==> config.mk <==
export PLATFORM = sky130hd
export DESIGN_NAME = fxcvt_unit
export DESIGN_NICKNAME = d
export VERILOG_FILES = /design/src/rtl/fxcvt_pkg.sv /design/src/rtl/fxcvt_fbits_dec.sv /design/src/rtl/fxcvt_flt2fix.sv /design/src/rtl/fxcvt_fix2flt.sv /design/src/rtl/fxcvt_unit.sv
export SDC_FILE = /design/constraint.sdc
export NUM_CORES = 1
export LEC_CHECK = 0
export ABC_AREA = 1
export BUFFER_PORTS_ARGS = -buffer_cell sky130_fd_sc_hd__buf_2
export CAP_MARGIN = 10
export CORE_ASPECT_RATIO = 0.6
export CORE_UTILIZATION = 40
export DETAILED_ROUTE_END_ITERATION = 8
export PLACE_DENSITY = 0.57
export REMOVE_ABC_BUFFERS = 1
export SETUP_SLACK_MARGIN = 0.15
export SYNTH_ARGS = -nofsm -noshare
export SYNTH_HDL_FRONTEND = slang
export SYNTH_SLANG_ARGS = --single-unit
export TNS_END_PERCENT = 50
==> constraint.sdc <==
create_clock -name clk -period 2.1 [get_ports clk]
set_clock_uncertainty 0.05 [all_clocks]
set_input_delay 0.42 -clock clk [delete_from_list [all_inputs] [get_ports clk]]
set_output_delay 0.42 -clock clk [all_outputs]
set_load 0.03 [all_outputs]
==> src/rtl/fxcvt_pkg.sv <==
package fxcvt_pkg;

    localparam int FIX_W  = 32;
    localparam int FLT_W  = 64;
    localparam int IMM_W  = 4;
    localparam int FB_W   = 6;

    typedef struct packed {
        logic             valid;
        logic [FLT_W-1:0] data;
        logic             invalid;
        logic             inexact;
        logic             illegal;
    } out_st_t;

endpackage

==> src/rtl/fxcvt_fbits_dec.sv <==
module fxcvt_fbits_dec #(
    parameter int IMM_W = 4,
    parameter int FB_W  = 6,
    parameter int BASE_WIDE = 32,
    parameter int BASE_NARROW = 16
) (
    input  logic             wide_base,
    input  logic [IMM_W-1:0] imm_hi,
    input  logic             imm_lo,
    output logic [FB_W-1:0]  fbits,
    output logic             illegal
);

    logic [FB_W-1:0] base;
    logic [FB_W-1:0] imm_ext;

    always_comb begin
        base    = wide_base ? FB_W'(BASE_WIDE) : FB_W'(BASE_NARROW);
        imm_ext = FB_W'({imm_hi, imm_lo});
        illegal = (imm_ext == '0) || (imm_ext > base);
        fbits   = illegal ? '0 : (base - imm_ext);
    end

endmodule

==> src/rtl/fxcvt_flt2fix.sv <==
module fxcvt_flt2fix #(
    parameter int FIX_W = 32,
    parameter int FB_W  = 6
) (
    input  logic             is_double,
    input  logic             is_unsigned,
    input  logic [FB_W-1:0]  fbits,
    input  logic [63:0]      op,
    output logic [FIX_W-1:0] res,
    output logic             invalid,
    output logic             inexact
);

    localparam int DM_W  = 52;
    localparam int SM_W  = 23;
    localparam int M_W   = DM_W + 1;
    localparam int MAG_W = FIX_W + 2;
    localparam int K_W   = 13;
    localparam logic signed [K_W-1:0] K_TOP  = K_W'(FIX_W);
    localparam logic signed [K_W-1:0] K_FRAC = K_W'(DM_W);
    localparam logic [MAG_W-1:0] S_POS_MAX = (MAG_W'(1) << (FIX_W - 1)) - MAG_W'(1);
    localparam logic [MAG_W-1:0] S_NEG_MAX = MAG_W'(1) << (FIX_W - 1);
    localparam logic [MAG_W-1:0] U_MAX     = (MAG_W'(1) << FIX_W) - MAG_W'(1);
    localparam logic [FIX_W-1:0] SAT_SPOS  = {1'b0, {(FIX_W-1){1'b1}}};
    localparam logic [FIX_W-1:0] SAT_SNEG  = {1'b1, {(FIX_W-1){1'b0}}};

    logic                    sgn;
    logic                    exp_max;
    logic                    frac_nz;
    logic [M_W-1:0]          mant;
    logic signed [K_W-1:0]   e;
    logic signed [K_W-1:0]   k;
    logic signed [K_W-1:0]   sh_full;
    logic [5:0]              sh;
    logic [MAG_W-1:0]        mag;
    logic                    dropped;
    logic                    huge;
    logic                    over;
    logic                    is_nan;

    always_comb begin
        // unpack either format onto a common 53-bit significand
        if (is_double) begin
            sgn     = op[63];
            exp_max = &op[62:52];
            frac_nz = |op[51:0];
            mant    = {|op[62:52], op[51:0]};
            e       = (op[62:52] == '0) ? -K_W'(1022)
                                        : $signed({2'b00, op[62:52]}) - K_W'(1023);
        end else begin
            sgn     = op[31];
            exp_max = &op[30:23];
            frac_nz = |op[22:0];
            mant    = {|op[30:23], op[22:0], {(DM_W-SM_W){1'b0}}};
            e       = (op[30:23] == '0) ? -K_W'(126)
                                        : $signed({5'b00000, op[30:23]}) - K_W'(127);
        end
        is_nan  = exp_max && frac_nz;
        k       = e + $signed(K_W'(fbits));
        sh_full = K_FRAC - k;
        sh      = sh_full[5:0];
        huge    = (exp_max && !frac_nz) || (k > K_TOP);

        // magnitude after scaling and truncation toward zero
        if (huge) begin
            mag     = '0;
            dropped = 1'b0;
        end else if (k < 0) begin
            mag     = '0;
            dropped = (mant != '0);
        end else begin
            mag     = MAG_W'(mant >> sh);
            dropped = (mant & ~({M_W{1'b1}} << sh)) != '0;
        end

        // range check against the target integer format
        if (is_unsigned) begin
            over = sgn ? (huge || (mag != '0)) : (huge || (mag > U_MAX));
        end else begin
            over = sgn ? (huge || (mag > S_NEG_MAX)) : (huge || (mag > S_POS_MAX));
        end

        invalid = is_nan || over;
        inexact = invalid || dropped;

        if (is_nan) begin
            res = '0;
        end else if (over) begin
            if (is_unsigned) res = sgn ? '0 : '1;
            else             res = sgn ? SAT_SNEG : SAT_SPOS;
        end else if (sgn && !is_unsigned) begin
            res = FIX_W'(~mag + MAG_W'(1));
        end else if (sgn) begin
            res = '0;
        end else begin
            res = FIX_W'(mag);
        end
    end

endmodule

==> src/rtl/fxcvt_fix2flt.sv <==
module fxcvt_fix2flt #(
    parameter int FIX_W = 32,
    parameter int FB_W  = 6
) (
    input  logic             is_double,
    input  logic             is_unsigned,
    input  logic [FB_W-1:0]  fbits,
    input  logic [FIX_W-1:0] op,
    output logic [63:0]      res
);

    localparam int P_W   = $clog2(FIX_W);
    localparam int EU_W  = FB_W + 2;
    localparam int DE_W  = 11;
    localparam int DM_W  = 52;
    localparam int SE_W  = 8;
    localparam int SM_W  = 23;
    localparam int DROP  = FIX_W - (SM_W + 1);

    logic                   neg;
    logic [FIX_W-1:0]       mag;
    logic [P_W-1:0]         lead;
    logic [FIX_W-1:0]       norm;
    logic signed [EU_W-1:0] e_un;
    logic [DE_W-1:0]        dexp;
    logic [DM_W-1:0]        dfrac;
    logic                   guard;
    logic                   sticky;
    logic                   rnd;
    logic [SM_W:0]          sfrac_sum;
    logic [SE_W-1:0]        sexp;

    always_comb begin
        neg  = !is_unsigned && op[FIX_W-1];
        mag  = neg ? (~op + FIX_W'(1)) : op;
        lead = '0;
        for (int i = 0; i < FIX_W; i++) begin
            if (mag[i]) lead = P_W'(i);
        end
        norm = mag << (P_W'(FIX_W - 1) - lead);
        e_un = $signed(EU_W'(lead)) - $signed(EU_W'(fbits));

        // double: every 32-bit magnitude fits, no rounding
        dexp  = DE_W'({{(DE_W-EU_W){e_un[EU_W-1]}}, e_un} + DE_W'(1023));
        dfrac = {norm[FIX_W-2:0], {(DM_W-FIX_W+1){1'b0}}};

        // single: round to nearest, ties to even
        guard     = norm[DROP-1];
        sticky    = |norm[DROP-2:0];
        rnd       = guard && (sticky || norm[DROP]);
        sfrac_sum = {1'b0, norm[FIX_W-2:DROP]} + (SM_W+1)'(rnd);
        sexp      = SE_W'(e_un) + SE_W'(127) + SE_W'(sfrac_sum[SM_W]);

        if (!norm[FIX_W-1]) begin
            res = '0;
        end else if (is_double) begin
            res = {neg, dexp, dfrac};
        end else begin
            res = {32'b0, neg, sexp, sfrac_sum[SM_W-1:0]};
        end
    end

endmodule

==> src/rtl/fxcvt_unit.sv <==
module fxcvt_unit
    import fxcvt_pkg::*;
(
    input  logic             clk,
    input  logic             rst_n,
    input  logic             in_valid,
    output logic             in_ready,
    input  logic             in_to_fixed,
    input  logic             in_unsigned,
    input  logic             in_double,
    input  logic             in_wide_base,
    input  logic [IMM_W-1:0] in_imm_hi,
    input  logic             in_imm_lo,
    input  logic [FLT_W-1:0] in_operand,
    output logic             out_valid,
    input  logic             out_ready,
    output logic [FLT_W-1:0] out_data,
    output logic             out_invalid,
    output logic             out_inexact,
    output logic             out_illegal
);

    logic [FB_W-1:0]  fbits;
    logic             enc_illegal;
    logic [FIX_W-1:0] fix_res;
    logic             fix_invalid;
    logic             fix_inexact;
    logic [FLT_W-1:0] flt_res;
    out_st_t          st_d;
    out_st_t          st_q;

    fxcvt_fbits_dec #(.IMM_W(IMM_W), .FB_W(FB_W)) dec_i (
        .wide_base (in_wide_base),
        .imm_hi    (in_imm_hi),
        .imm_lo    (in_imm_lo),
        .fbits     (fbits),
        .illegal   (enc_illegal)
    );

    fxcvt_flt2fix #(.FIX_W(FIX_W), .FB_W(FB_W)) f2x_i (
        .is_double   (in_double),
        .is_unsigned (in_unsigned),
        .fbits       (fbits),
        .op          (in_operand),
        .res         (fix_res),
        .invalid     (fix_invalid),
        .inexact     (fix_inexact)
    );

    fxcvt_fix2flt #(.FIX_W(FIX_W), .FB_W(FB_W)) x2f_i (
        .is_double   (in_double),
        .is_unsigned (in_unsigned),
        .fbits       (fbits),
        .op          (in_operand[FIX_W-1:0]),
        .res         (flt_res)
    );

    assign in_ready = !st_q.valid || out_ready;

    always_comb begin
        st_d = st_q;
        if (st_q.valid && out_ready) begin
            st_d.valid = 1'b0;
        end
        if (in_valid && in_ready) begin
            st_d.valid = 1'b1;
            if (enc_illegal) begin
                st_d.data    = '0;
                st_d.invalid = 1'b0;
                st_d.inexact = 1'b0;
                st_d.illegal = 1'b1;
            end else if (in_to_fixed) begin
                st_d.data    = {{(FLT_W-FIX_W){1'b0}}, fix_res};
                st_d.invalid = fix_invalid;
                st_d.inexact = fix_inexact;
                st_d.illegal = 1'b0;
            end else begin
                st_d.data    = flt_res;
                st_d.invalid = 1'b0;
                st_d.inexact = 1'b0;
                st_d.illegal = 1'b0;
            end
        end
    end

    always_ff @(posedge clk or negedge rst_n) begin
        if (!rst_n) st_q <= '0;
        else        st_q <= st_d;
    end

    assign out_valid   = st_q.valid;
    assign out_data    = st_q.data;
    assign out_invalid = st_q.invalid;
    assign out_inexact = st_q.inexact;
    assign out_illegal = st_q.illegal;

endmodule

# Word level (Yosys, flattened, before mapping)
# Cells that the tools add are included.
# op_classes
add_sub_neg,13
magnitude_cmp,6
shifts,3
n_mux,61
bitwise,4
n_reduce_logical,34
# op_table
cell,count
2-to-1 mux 32 bit,8
2-to-1 mux 67 bit,2
2-to-1 mux 64 bit,2
nonzero test 53 bit,2
2-to-1 mux 5 bit,16
"> comparator 34 x 32 -> 1 bit, second input constant",2
2-to-1 mux 34 bit,2
2-to-1 mux 68 bit,1
"adder 32 x 1 -> 32 bit, second input constant",2
inverter 32 bit,2
bitwise AND 53 bit,1
2-to-1 mux 53 bit,1
inverter 53 bit,1
"<< shifter 53 x 6 -> 53 bit, first input constant",1
>> shifter 53 x 6 -> 34 bit,1
OR reduction 52 bit,1
2-to-1 mux 13 bit,3
"> comparator 34 x 31 -> 1 bit, second input constant",1
nonzero test 34 bit,1
2-to-1 mux 4 bit,8
<< shifter 32 x 5 -> 32 bit,1
adder 23 x 1 -> 24 bit,1
OR reduction 23 bit,1
adder 13 x 7 -> 13 bit,1
other kinds (28),59
# totals
reg_bits,68
input_bits,77
output_inout_bits,69
wordCells,126

# Longest topological paths before layout
# Gate-level depths: netlist (run 1).
# depth
depth_word,46
ltp_mapped,58
mapped_depth_nobuf,56

# Modules after synthesis
# A second synthesis (run 1) with hierarchy kept.
# hier_totals
hier_cells,3190
hier_area_um2,16358.2
# by_module_without_submodules
mod,instances,cells_each,area_each_um2,seq_area_each_um2
fxcvt_flt2fix,1,1818,8411.8,0.0
fxcvt_fix2flt,1,936,4623.2,0.0
fxcvt_unit,1,401,3120.5,1701.6
fxcvt_fbits_dec,1,35,202.7,0.0

# Worst setup path after synthesis (run 1)
# No wires, ideal clock.
# synth_path
path_kind,input-to-reg
startpoint,input port in_operand[53]
endpoint,"register st_q, in the netlist out_data[21]"
setup_ps,121
t_arrival_ps,6068
required_time_ps,1929
path_slack_ps,-4139
cell_stages,43
n_path_buf,6
cell_sequence,inv_1 > ha_1 > nand2_1 > nor3_1 > inv_1 > nor4_1 > nor2_1 > inv_1 > o22ai_1 > ha_1 > clkbuf_1 > inv_1 > clkbuf_1 > clkbuf_1 > ha_1 > inv_1 > ha_1 > inv_1 > [7 not listed] > o221ai_1 > nor2_1 > inv_1 > ha_1 > nand3_2 > nor2_2 > nand2_1 > nor2_2 > nand3_1 > inv_1 > nand3_1 > o211ai_2 > nand3_2 > buf_6 > a31oi_1 > o21ai_0 > a22oi_1 > nand2_1
# synth_via
elab_chain_len,16
elab_cells_between_ends,37
cone_classes,add/sub: 4; order compare: 5; shift: 1; mux: 15; bitwise: 1; reduce/logical: 11
# synth_lines
item,line,text
from (decl),fxcvt_unit.sv:14,"input logic [FLT_W-1:0] in_operand,"
subtractor 11 x 10 -> 12 bit / logical NOT 11 bit (equally long branches),"fxcvt_flt2fix.sv:49, fxcvt_flt2fix.sv:48",
2-to-1 mux 13 bit,fxcvt_flt2fix.sv:48,e = (op[62:52] == '0) ? -K_W'(1022)
2-to-1 mux 13 bit,fxcvt_flt2fix.sv:43,if (is_double) begin
adder 13 x 7 -> 13 bit,fxcvt_flt2fix.sv:59,k = e + $signed(K_W'(fbits));
subtractor 5 x 6 -> 6 bit,fxcvt_flt2fix.sv:60,sh_full = K_FRAC - k;
>> shifter 53 x 6 -> 34 bit,fxcvt_flt2fix.sv:72,mag = MAG_W'(mant >> sh);
2-to-1 mux 34 bit,fxcvt_flt2fix.sv:68,end else if (k < 0) begin
2-to-1 mux 34 bit,fxcvt_flt2fix.sv:65,if (huge) begin
"> comparator 34 x 31 -> 1 bit, or another cell as far along",fxcvt_flt2fix.sv:80,over = sgn ? (huge || (mag > S_NEG_MAX)) : (huge || (mag > S_POS_MAX));
logical OR 1 bit (on tied branches),"fxcvt_flt2fix.sv:80, fxcvt_flt2fix.sv:78",
2-to-1 mux 1 bit (on tied branches),"fxcvt_flt2fix.sv:80, fxcvt_flt2fix.sv:78",
2-to-1 mux 1 bit,fxcvt_flt2fix.sv:77,if (is_unsigned) begin
2-to-1 mux 32 bit,fxcvt_flt2fix.sv:88,end else if (over) begin
2-to-1 mux 32 bit (*),fxcvt_flt2fix.sv:86,if (is_nan) begin
2-to-1 mux 67 bit (*),fxcvt_unit.sv:72,end else if (in_to_fixed) begin
2-to-1 mux 67 bit (*),fxcvt_unit.sv:67,if (enc_illegal) begin
to (signal assigned),fxcvt_unit.sv:88,else st_q <= st_d;
to (decl),fxcvt_unit.sv:30,out_st_t st_q;
# Mark *: on every way between the ends. The rest lies on a longest branch, timed or not.
# A chain may end at the register's enable or synchronous reset.

# Final worst setup path (run 1)
# layout_path
startpoint,input port in_operand[0]
endpoint,"register st_q, in the netlist out_data[25]"
# layout_via
elab_chain_len,45
elab_cells_between_ends,75
cone_classes,add/sub: 7; order compare: 3; shift: 2; mux: 47; bitwise: 2; reduce/logical: 14
# layout_lines
item,line,text
inverter 32 bit,fxcvt_fix2flt.sv:35,mag = neg ? (~op + FIX_W'(1)) : op;
adder 32 x 1 -> 32 bit,fxcvt_fix2flt.sv:35,
2-to-1 mux 32 bit,fxcvt_fix2flt.sv:35,
2-to-1 mux 1 bit,fxcvt_fix2flt.sv:38,if (mag[i]) lead = P_W'(i);
2-to-1 mux 2 bit (2 in series),fxcvt_fix2flt.sv:38,
2-to-1 mux 3 bit (4 in series),fxcvt_fix2flt.sv:38,
2-to-1 mux 4 bit (8 in series),fxcvt_fix2flt.sv:38,
2-to-1 mux 5 bit (16 in series),fxcvt_fix2flt.sv:38,
[3 not listed],n/a,
logical OR 1 bit,fxcvt_fix2flt.sv:50,rnd = guard && (sticky || norm[DROP]);
logical AND 1 bit,fxcvt_fix2flt.sv:50,
adder 23 x 1 -> 24 bit,fxcvt_fix2flt.sv:51,"sfrac_sum = {1'b0, norm[FIX_W-2:DROP]} + (SM_W+1)'(rnd);"
adder 8 x 1 -> 8 bit,fxcvt_fix2flt.sv:52,sexp = SE_W'(e_un) + SE_W'(127) + SE_W'(sfrac_sum[SM_W]);
2-to-1 mux 64 bit,fxcvt_fix2flt.sv:56,end else if (is_double) begin
2-to-1 mux 64 bit,fxcvt_fix2flt.sv:54,if (!norm[FIX_W-1]) begin
2-to-1 mux 67 bit (*),fxcvt_unit.sv:72,
2-to-1 mux 67 bit (*),fxcvt_unit.sv:67,
# Marks and branches as above.

==> impl_metrics.env, run 1 <==
export IMPL_vias_per_cell=5.699
export IMPL_p_leak_nw=12.23
export IMPL_stdcell_area_um2=23780
export IMPL_cp_num_buf_inv=8
export IMPL_vias=21660
export IMPL_regToRegStartpoint="out_valid$_DFFE_PN0P_"
export IMPL_setup_worst_path_start_class="primary input"
export IMPL_worst_ir_drop_vdd_mv=0.8098
export IMPL_finalHoldViolCount=0
export IMPL_setup_worst_path_class="in2reg"
export IMPL_power_density_nw_per_um2=1127
export IMPL_finalCriticalPeriod_ns=5.719
export IMPL_dieHeight_um=143.7
export IMPL_r2r_slack_ns=-0.02
export IMPL_critical_path_max_stage_delay_ns=0.32
export IMPL_antenna_cells=0
export IMPL_clock_insertion_delay_worst_skew_ns=0.34
export IMPL_synth_seq_cells=68
export IMPL_netlist_cell_type_count=72
export IMPL_violations="setup timing"
export IMPL_core_region_area_um2=32670
export IMPL_maxSlewViolCount=0
export IMPL_grt_pass1_vias=19110
export IMPL_placement_setup_worst_slack_ns=-4.636
export IMPL_initial_utilization_pct=40.97
export IMPL_endpoint_kind="flip-flop"
export IMPL_synth_cell_area_um2=13380
export IMPL_place_congestion=1.081
export IMPL_hpwl_reported_at_the_end_of_detailed_placement_um=58960
export IMPL_max_slew_worst_pin_slew_ns=0.8512
export IMPL_syn_instance_count=2440
export IMPL_synth_top_family_by_area="simple AND/OR/NAND/NOR gates"
export IMPL_multi_input_comb_area_um2=11990
export IMPL_antenna_left=0
export IMPL_cts_root_buffer_cell="clkbuf_16"
export IMPL_routed_wl_um=77050
export IMPL_worst_path_dominant_cell_family="simple AND/OR/NAND/NOR gates"
export IMPL_final_layout_size_suffix_gt1_share_pct=45.78
export IMPL_critical_path_s_slowest_cell="nand3b_1"
export IMPL_synth_compound_area_share_pct=21.94
export IMPL_yosysWarnings=0
export IMPL_setup_violations=66
export IMPL_area_delta_synth_final_pct=77.67
export IMPL_grt_util_all_layers_pct=41.53
export IMPL_global_route_overflow_total=0
export IMPL_seq_area_frac_synth_pct=12.71
export IMPL_final_nets=3457
export IMPL_post_synth_main_area_contributors="nand2_1, dfrtp_1, o21ai_0"
export IMPL_synth_adder_area_share_pct=3.291
export IMPL_critPathCapture="out_data[25]$_DFFE_PN0P_"
export IMPL_drt_pre_antenna_iters=8
export IMPL_die_area_um2=34220
export IMPL_cts_reportedPaths_clkPinSlew_ns=0.06
export IMPL_buffer_ports_inserted=145
export IMPL_synthMostInstantiatedCell="nand2_1"
export IMPL_clock_tree_from_tritoncts="done"
export IMPL_wl_per_cell_um=20.27
export IMPL_dpl_cell_area_um2=19850
export IMPL_post_synth_top_area_fraction_pct=21.68
export IMPL_critPathMostFrequentCell="nand2_1"
export IMPL_synth_enable_flop_cells=0
export IMPL_filler_cell_count=2722
export IMPL_fmaxAchievable_mhz=174.9
export IMPL_synthArstFlopShare_pct=100.0
export IMPL_number_of_stages_on_the_worst_setup_path=40
export IMPL_grt_antenna_before_repair=3
export IMPL_unrepaired_setup_endpoints_after_global_routing="true"
export IMPL_r2r_worst_path_cells=13
export IMPL_drt_iter0_markers=3164
export IMPL_maxSlewHeadroom_pct=42.65
export IMPL_crit_path_max_fanout=5
export IMPL_worstPathArrival_ns=5.91
export IMPL_min_delay_path_class="in2async"
export IMPL_yosys_area_share_xor_xnor_pct=3.104
export IMPL_worstPathRequired_ns=2.29
export IMPL_proportion_of_synthesized_area_in_mux_cells_pct=0.8974
export IMPL_cts_sink_count=68
export IMPL_synthFlopType="dfrtp_1"
export IMPL_crit_path_start="in_operand[0]"
export IMPL_outcome="finished, violations left"
export IMPL_drcViolationCount=0
export IMPL_width_of_the_chip_um=238.2
export IMPL_floorplan_io_pins=146
export IMPL_register_area_um2=1702
export IMPL_grt_pass1_wl_um=108700
export IMPL_placementRows=51
export IMPL_setup_ws_ns=-3.619
export IMPL_syn_avg_cell_area_um2=5.485
export IMPL_max_cap_violations=0
export IMPL_synth_commonest_cells="nand2_1, o21ai_0, inv_1"
export IMPL_clock_tree_buffer_depth=2
export IMPL_final_worst_path_period_share_pct=272.3
export IMPL_crit_reg2reg_capture="out_data[24]$_DFFE_PN0P_"
export IMPL_cts_inserted_buffers=9
export IMPL_maximum_number_of_pins_on_one_net_before_global_route_repair=69
export IMPL_cts_htree_levels=3
export IMPL_yosys_area_share_simple_pct=44.95
export IMPL_synth_top_area_cell="nand2_1"
==> layout make-up <==
| type | instances | area share [%] |
|---|---|---|
| repair inverters | 1 | 0.06840 |
| repair buffers | 1017 | 33.86 |
| inverters | 288 | 4.815 |
| flip-flops and latches | 68 | 7.156 |
| clock inverters | 5 | 0.2473 |
| multi-input cells | 1961 | 50.42 |
| clock buffers | 11 | 1.063 |
| well taps | 450 | 2.368 |
==> registers in the layout, indices dropped and copies added, names as in the netlist <==
signal,count
out_data,64
out_illegal,1
out_valid,1
out_invalid,1
out_inexact,1
==> stage by stage <==
step           setup TNS (ns)  std cells  util, %  total power [mW]  hold slack [ns]
2_1_floorplan         -293.78       2314        -             9.983          0.07441
3_3_place_gp          -238.05       3659    60.76             19.36           0.4107
3_5_place_dp          -251.93       3659    60.76             19.49           0.4155
4_1_cts               -194.54       3740    67.03             23.39          0.06009
5_1_grt               -216.35       3801    72.78             28.21          0.08031
6_report              -198.20       3801    72.78             26.80          0.05069
==> where the power goes <==
part / total (mW) / switching (mW) / internal, mW
Sequential: 1.77 / 0.204 / 1.56
Combinational: 23.4 / 13.1 / 10.3
Clock: 1.62 / 0.638 / 0.987
==> worst register-to-register path, cell delays in order (launching register included) <==
cell and delay [ns]:
dfrtp_1 0.37, nand2_1 0.10, nand2_2 0.06, nor2_1 0.13, inv_1 0.12, buf_4 0.17, nor2_1 0.25, buf_4 0.18
nand3_4 0.14, buf_12 0.17, clkinv_8 0.07, buf_12 0.10, o21ai_2 0.05, o2111ai_1 0.07
==> how the worst min path moves through the flow <==
| stage | from | endpoint | depth (start not counted) |
|---|---|---|---|
| after floorplan | rst_n | out_data[0]$_DFFE_PN0P_ | 0 |
| after global placement | out_data[61]$_DFFE_PN0P_ | out_data[61]$_DFFE_PN0P_ | 2 |
| after detailed placement | rst_n | out_data[37]$_DFFE_PN0P_ | 2 |
| after CTS | rst_n | out_data[11]$_DFFE_PN0P_ | 2 |
| after global routing | rst_n | out_data[34]$_DFFE_PN0P_ | 2 |
| final | rst_n | out_data[34]$_DFFE_PN0P_ | 2 |
==> cell families after synthesis <==
| group | Yosys count |
|---|---|
| simple gates | 1354 |
| compound gates | 514 |
| buf+inv | 414 |
| flops | 68 |
| xor+xnor | 44 |
| fa+ha+maj | 34 |
| mux | 12 |
==> layout by cell type (no fill, tap or decap), types with 23 or more instances in the layout <==
master and instances:
buf_4 790, nand2_1 689, inv_1 227, o21ai_0 192, nand3_1 154, buf_2 142
nor2_1 135, o21ai_1 80, nand2_2 79, nand3_2 76, dfrtp_1 68, o21ai_2 47
inv_2 46, a21oi_1 46, buf_6 41, nand4_1 36, nor2_4 29, nand2_4 28
nor2_2 25, buf_12 24, xor2_1 23, o211ai_1 23
==> timing repair <==
action / 4_1_cts / 5_1_grt
resized for setup: 333 / 346
pin swaps: 95 / 128
cloned: 8 / 13
hold buffers: 0 / 0
endpoints found under the setup margin: 66 / 66
buffers inserted: 57 / 48
==> metal layers <==
layer  routed length, um  track usage [%]
met1               33550            62.14
met2               29930            56.36
met3               11940            14.27
met4                1523            6.781
met5                  95            1.299
Note: power is estimated with default switching activity, not from simulation.
==> run 2: changes to the inputs <==
- ABC_AREA: 1 -> not set
- PLACE_DENSITY: 0.57 -> 0.56
==> run 2 against run 1 <==
Compared with the run above: non-clock buffer count increased by 138; combinational power increased by 3%; maximum frequency decreased by 8.6%; sequential power decreased by 3%; power increased by 2.6%; sequential share of layout area decreased by 0.78 points; the flow finishes with violations (hold timing, setup timing); first-iteration DRC count increased by 11%; cell count decreased by 2.3%.
==> impl_metrics.env, run 2 <==
export IMPL_width_of_the_chip_um=259.9
export IMPL_setup_worst_path_start_class="primary input"
export IMPL_critical_path_s_slowest_cell="a211oi_1"
export IMPL_fin_cells=3712
export IMPL_setup_violations=66
export IMPL_synth_cell_area_um2=15960
export IMPL_worst_path_dominant_cell_family="compound AO/OA/AOI/OAI gates"
export IMPL_drcViolationCount=0
export IMPL_grt_antenna_before_repair=2
export IMPL_clock_tree_buffer_depth=2
export IMPL_synth_seq_cells=68
export IMPL_worstPathArrival_ns=6.42
export IMPL_synth_enable_flop_cells=0
export IMPL_synth_top_area_cell="dfrtp_1"
export IMPL_power_density_nw_per_um2=1030
export IMPL_setup_ws_ns=-4.156
export IMPL_cts_reportedPaths_clkPinSlew_ns=0.06
export IMPL_grt_pass1_wl_um=140700
export IMPL_cp_num_buf_inv=15
export IMPL_routed_wl_um=97840
export IMPL_maxSlewHeadroom_pct=31.95
export IMPL_yosysWarnings=0
export IMPL_place_congestion=1.153
export IMPL_r2r_slack_ns=-0.47
export IMPL_synthMostInstantiatedCell="nand2_1"
export IMPL_finalHoldViolCount=13
export IMPL_regToRegStartpoint="out_valid$_DFFE_PN0P_"
export IMPL_vias=24290
export IMPL_outcome="finished, violations left"
export IMPL_synth_commonest_cells="nand2_1, nor2_1, a21oi_1"
export IMPL_endpoint_kind="flip-flop"
export IMPL_syn_instance_count=2213
export IMPL_core_region_area_um2=39170
export IMPL_violations="hold timing, setup timing"
export IMPL_final_nets=3295
export IMPL_dieHeight_um=156.7
export IMPL_unrepaired_setup_endpoints_after_global_routing="true"
export IMPL_critPathMostFrequentCell="buf_4"
export IMPL_area_delta_synth_final_pct=67.29
export IMPL_grt_util_all_layers_pct=45.80
export IMPL_hold_slack_ns=-0.003938
export IMPL_netlist_cell_type_count=114
export IMPL_crit_path_max_fanout=7
export IMPL_final_layout_size_suffix_gt1_share_pct=49.55
export IMPL_final_cell_mix="buf_4, nand2_1, nor2_1"
export IMPL_antenna_left=0
export IMPL_worstPathRequired_ns=2.27
export IMPL_wl_per_cell_um=26.36
export IMPL_clock_tree_from_tritoncts="done"
export IMPL_cts_sink_count=68
export IMPL_drt_pre_antenna_iters=6
export IMPL_hpwl_reported_at_the_end_of_detailed_placement_um=76440
export IMPL_mostFrequentLayoutCell="buf_4"
export IMPL_synthFlopType="dfrtp_1"
export IMPL_finalCriticalPeriod_ns=6.256
export IMPL_maxSlewViolCount=0
export IMPL_cts_root_buffer_cell="clkbuf_16"
export IMPL_cts_hold_buffers_added=0
export IMPL_maximum_number_of_pins_on_one_net_before_global_route_repair=80
export IMPL_worst_ir_drop_vdd_mv=0.7680
export IMPL_min_delay_path_class="in2async"
export IMPL_clock_insertion_delay_worst_skew_ns=0.34
export IMPL_placementRows=56
export IMPL_max_cap_violations=0
export IMPL_post_synth_top_area_fraction_pct=10.66
export IMPL_crit_reg2reg_capture="out_data[29]$_DFFE_PN0P_"
export IMPL_numPlacedInstances=3579
export IMPL_global_route_overflow_total=0
export IMPL_max_slew_worst_pin_slew_ns=1.015
export IMPL_cts_htree_levels=3
export IMPL_critical_path_max_stage_delay_ns=0.84
export IMPL_synthArstFlopShare_pct=100.0
export IMPL_grt_pass1_vias=22570
export IMPL_drt_iter0_markers=3508
export IMPL_largest_register_ffs=64
export IMPL_p_leak_nw=11.89
export IMPL_r2r_worst_path_cells=12
export IMPL_final_worst_path_period_share_pct=297.9
export IMPL_die_area_um2=40730
export IMPL_vias_per_cell=6.543
export IMPL_buffer_ports_inserted=145
export IMPL_syn_avg_cell_area_um2=7.212
export IMPL_cts_inserted_buffers=9
export IMPL_seq_area_frac_synth_pct=10.66
export IMPL_initial_utilization_pct=40.75
export IMPL_fmaxAchievable_mhz=159.9
export IMPL_post_synth_main_area_contributors="dfrtp_1, mux4_2, a21oi_1"
export IMPL_floorplan_io_pins=146
export IMPL_setup_worst_path_class="in2reg"
export IMPL_total_power_mw=27.49
==> run 2: cell types whose count changed after synthesis, sizes merged, moves of 30 or more <==
| cell | previous run | this run |
|---|---|---|
| clkbuf | 73 | 135 |
| a21oi | 67 | 181 |
| inv | 286 | 61 |
| mux2 | 0 | 46 |
| nand2 | 796 | 237 |
| a211oi | 6 | 36 |
| mux2i | 12 | 62 |
| xnor2 | 8 | 70 |
| nor3 | 37 | 86 |
| o21ai | 323 | 152 |
| nand3 | 251 | 85 |
| mux4 | 0 | 47 |
==> run 2: worst max path at each step <==
stage	from	cells past startpoint	to	slack, ns
after floorplan	in_operand[24]	29	out_data[16]$_DFFE_PN0P_	-8.17
after global placement	in_operand[52]	31	out_data[16]$_DFFE_PN0P_	-4.92
after detailed placement	in_operand[52]	35	out_data[22]$_DFFE_PN0P_	-4.96
after CTS	in_operand[53]	33	out_data[22]$_DFFE_PN0P_	-3.95
after global routing	in_operand[52]	40	out_data[8]$_DFFE_PN0P_	-4.31
final	in_operand[52]	36	out_data[8]$_DFFE_PN0P_	-4.16
==> run 2: metrics by stage <==
stage                     setup TNS, ns  area [um^2]  util, %  hold slack (ns)  setup slack, ns
after floorplan                 -428.63        15120        -          0.07441           -8.166
after global placement          -263.74        23510    60.03           0.3599           -4.924
after detailed placement        -266.05        23510    60.03           0.3664           -4.958
after CTS                       -214.72        25740    65.71         0.009966           -3.947
after global routing            -228.68        26700    68.16          0.02095           -4.309
final                           -222.67        26700    68.17        -0.003938           -4.156
==> run 2: kinds of logic (layout without fill, tap and decap cells) <==
group                      Yosys count  in the layout  synth area share, %
xor gates and xnor gates            99             99                5.433
other                                0              1                    0
AOI/OAI and AO/OA                  774            774                34.46
muxes                              155            155                13.79
and+or+nand+nor                    822            822                26.11
DFF                                 68             68                10.66
buffers and inverters              261           1237                6.789
adders and majority gates           34             34                2.759
==> run 2: per-layer routing <==
layer  track usage (%)  up-vias  wire, um
met2             60.66     1911     37120
met4             9.132        4      2523
met1             65.17    11660     40760
met5             4.952        -       276
li1                  -    10480         -
met3             21.74      235     17150
==> run 2: repair_timing <==
item / in CTS / in global routing
cloned: 4 / 2
pin swaps: 82 / 72
setup buffers: 84 / 26
resized for setup: 255 / 155
setup endpoints to repair: 66 / 66
==> run 2: where the power goes <==
part	internal [mW]	switching [mW]
clock network	0.926	0.639
registers	1.54	0.167
logic	11.3	13.0
==> run 2: final cells by class <==
cell class / count / area (um^2)
fillers: 3283 / 12470
diodes: 1 / 2.502
multi-input cells: 1884 / 14860
inverters: 66 / 272.8
flip-flops and latches: 68 / 1702
well taps: 522 / 653.1
clock buffers: 9 / 225.2
repair buffers: 1155 / 8911
clock inverters: 7 / 75.07
==> run 2: worst register-to-register path: cells and delay by family (launching register included) <==
family,cells,cell delay [ns]
buf+inv,6,0.93
simple gates,4,0.87
flops,1,0.37
compound gates,2,0.27
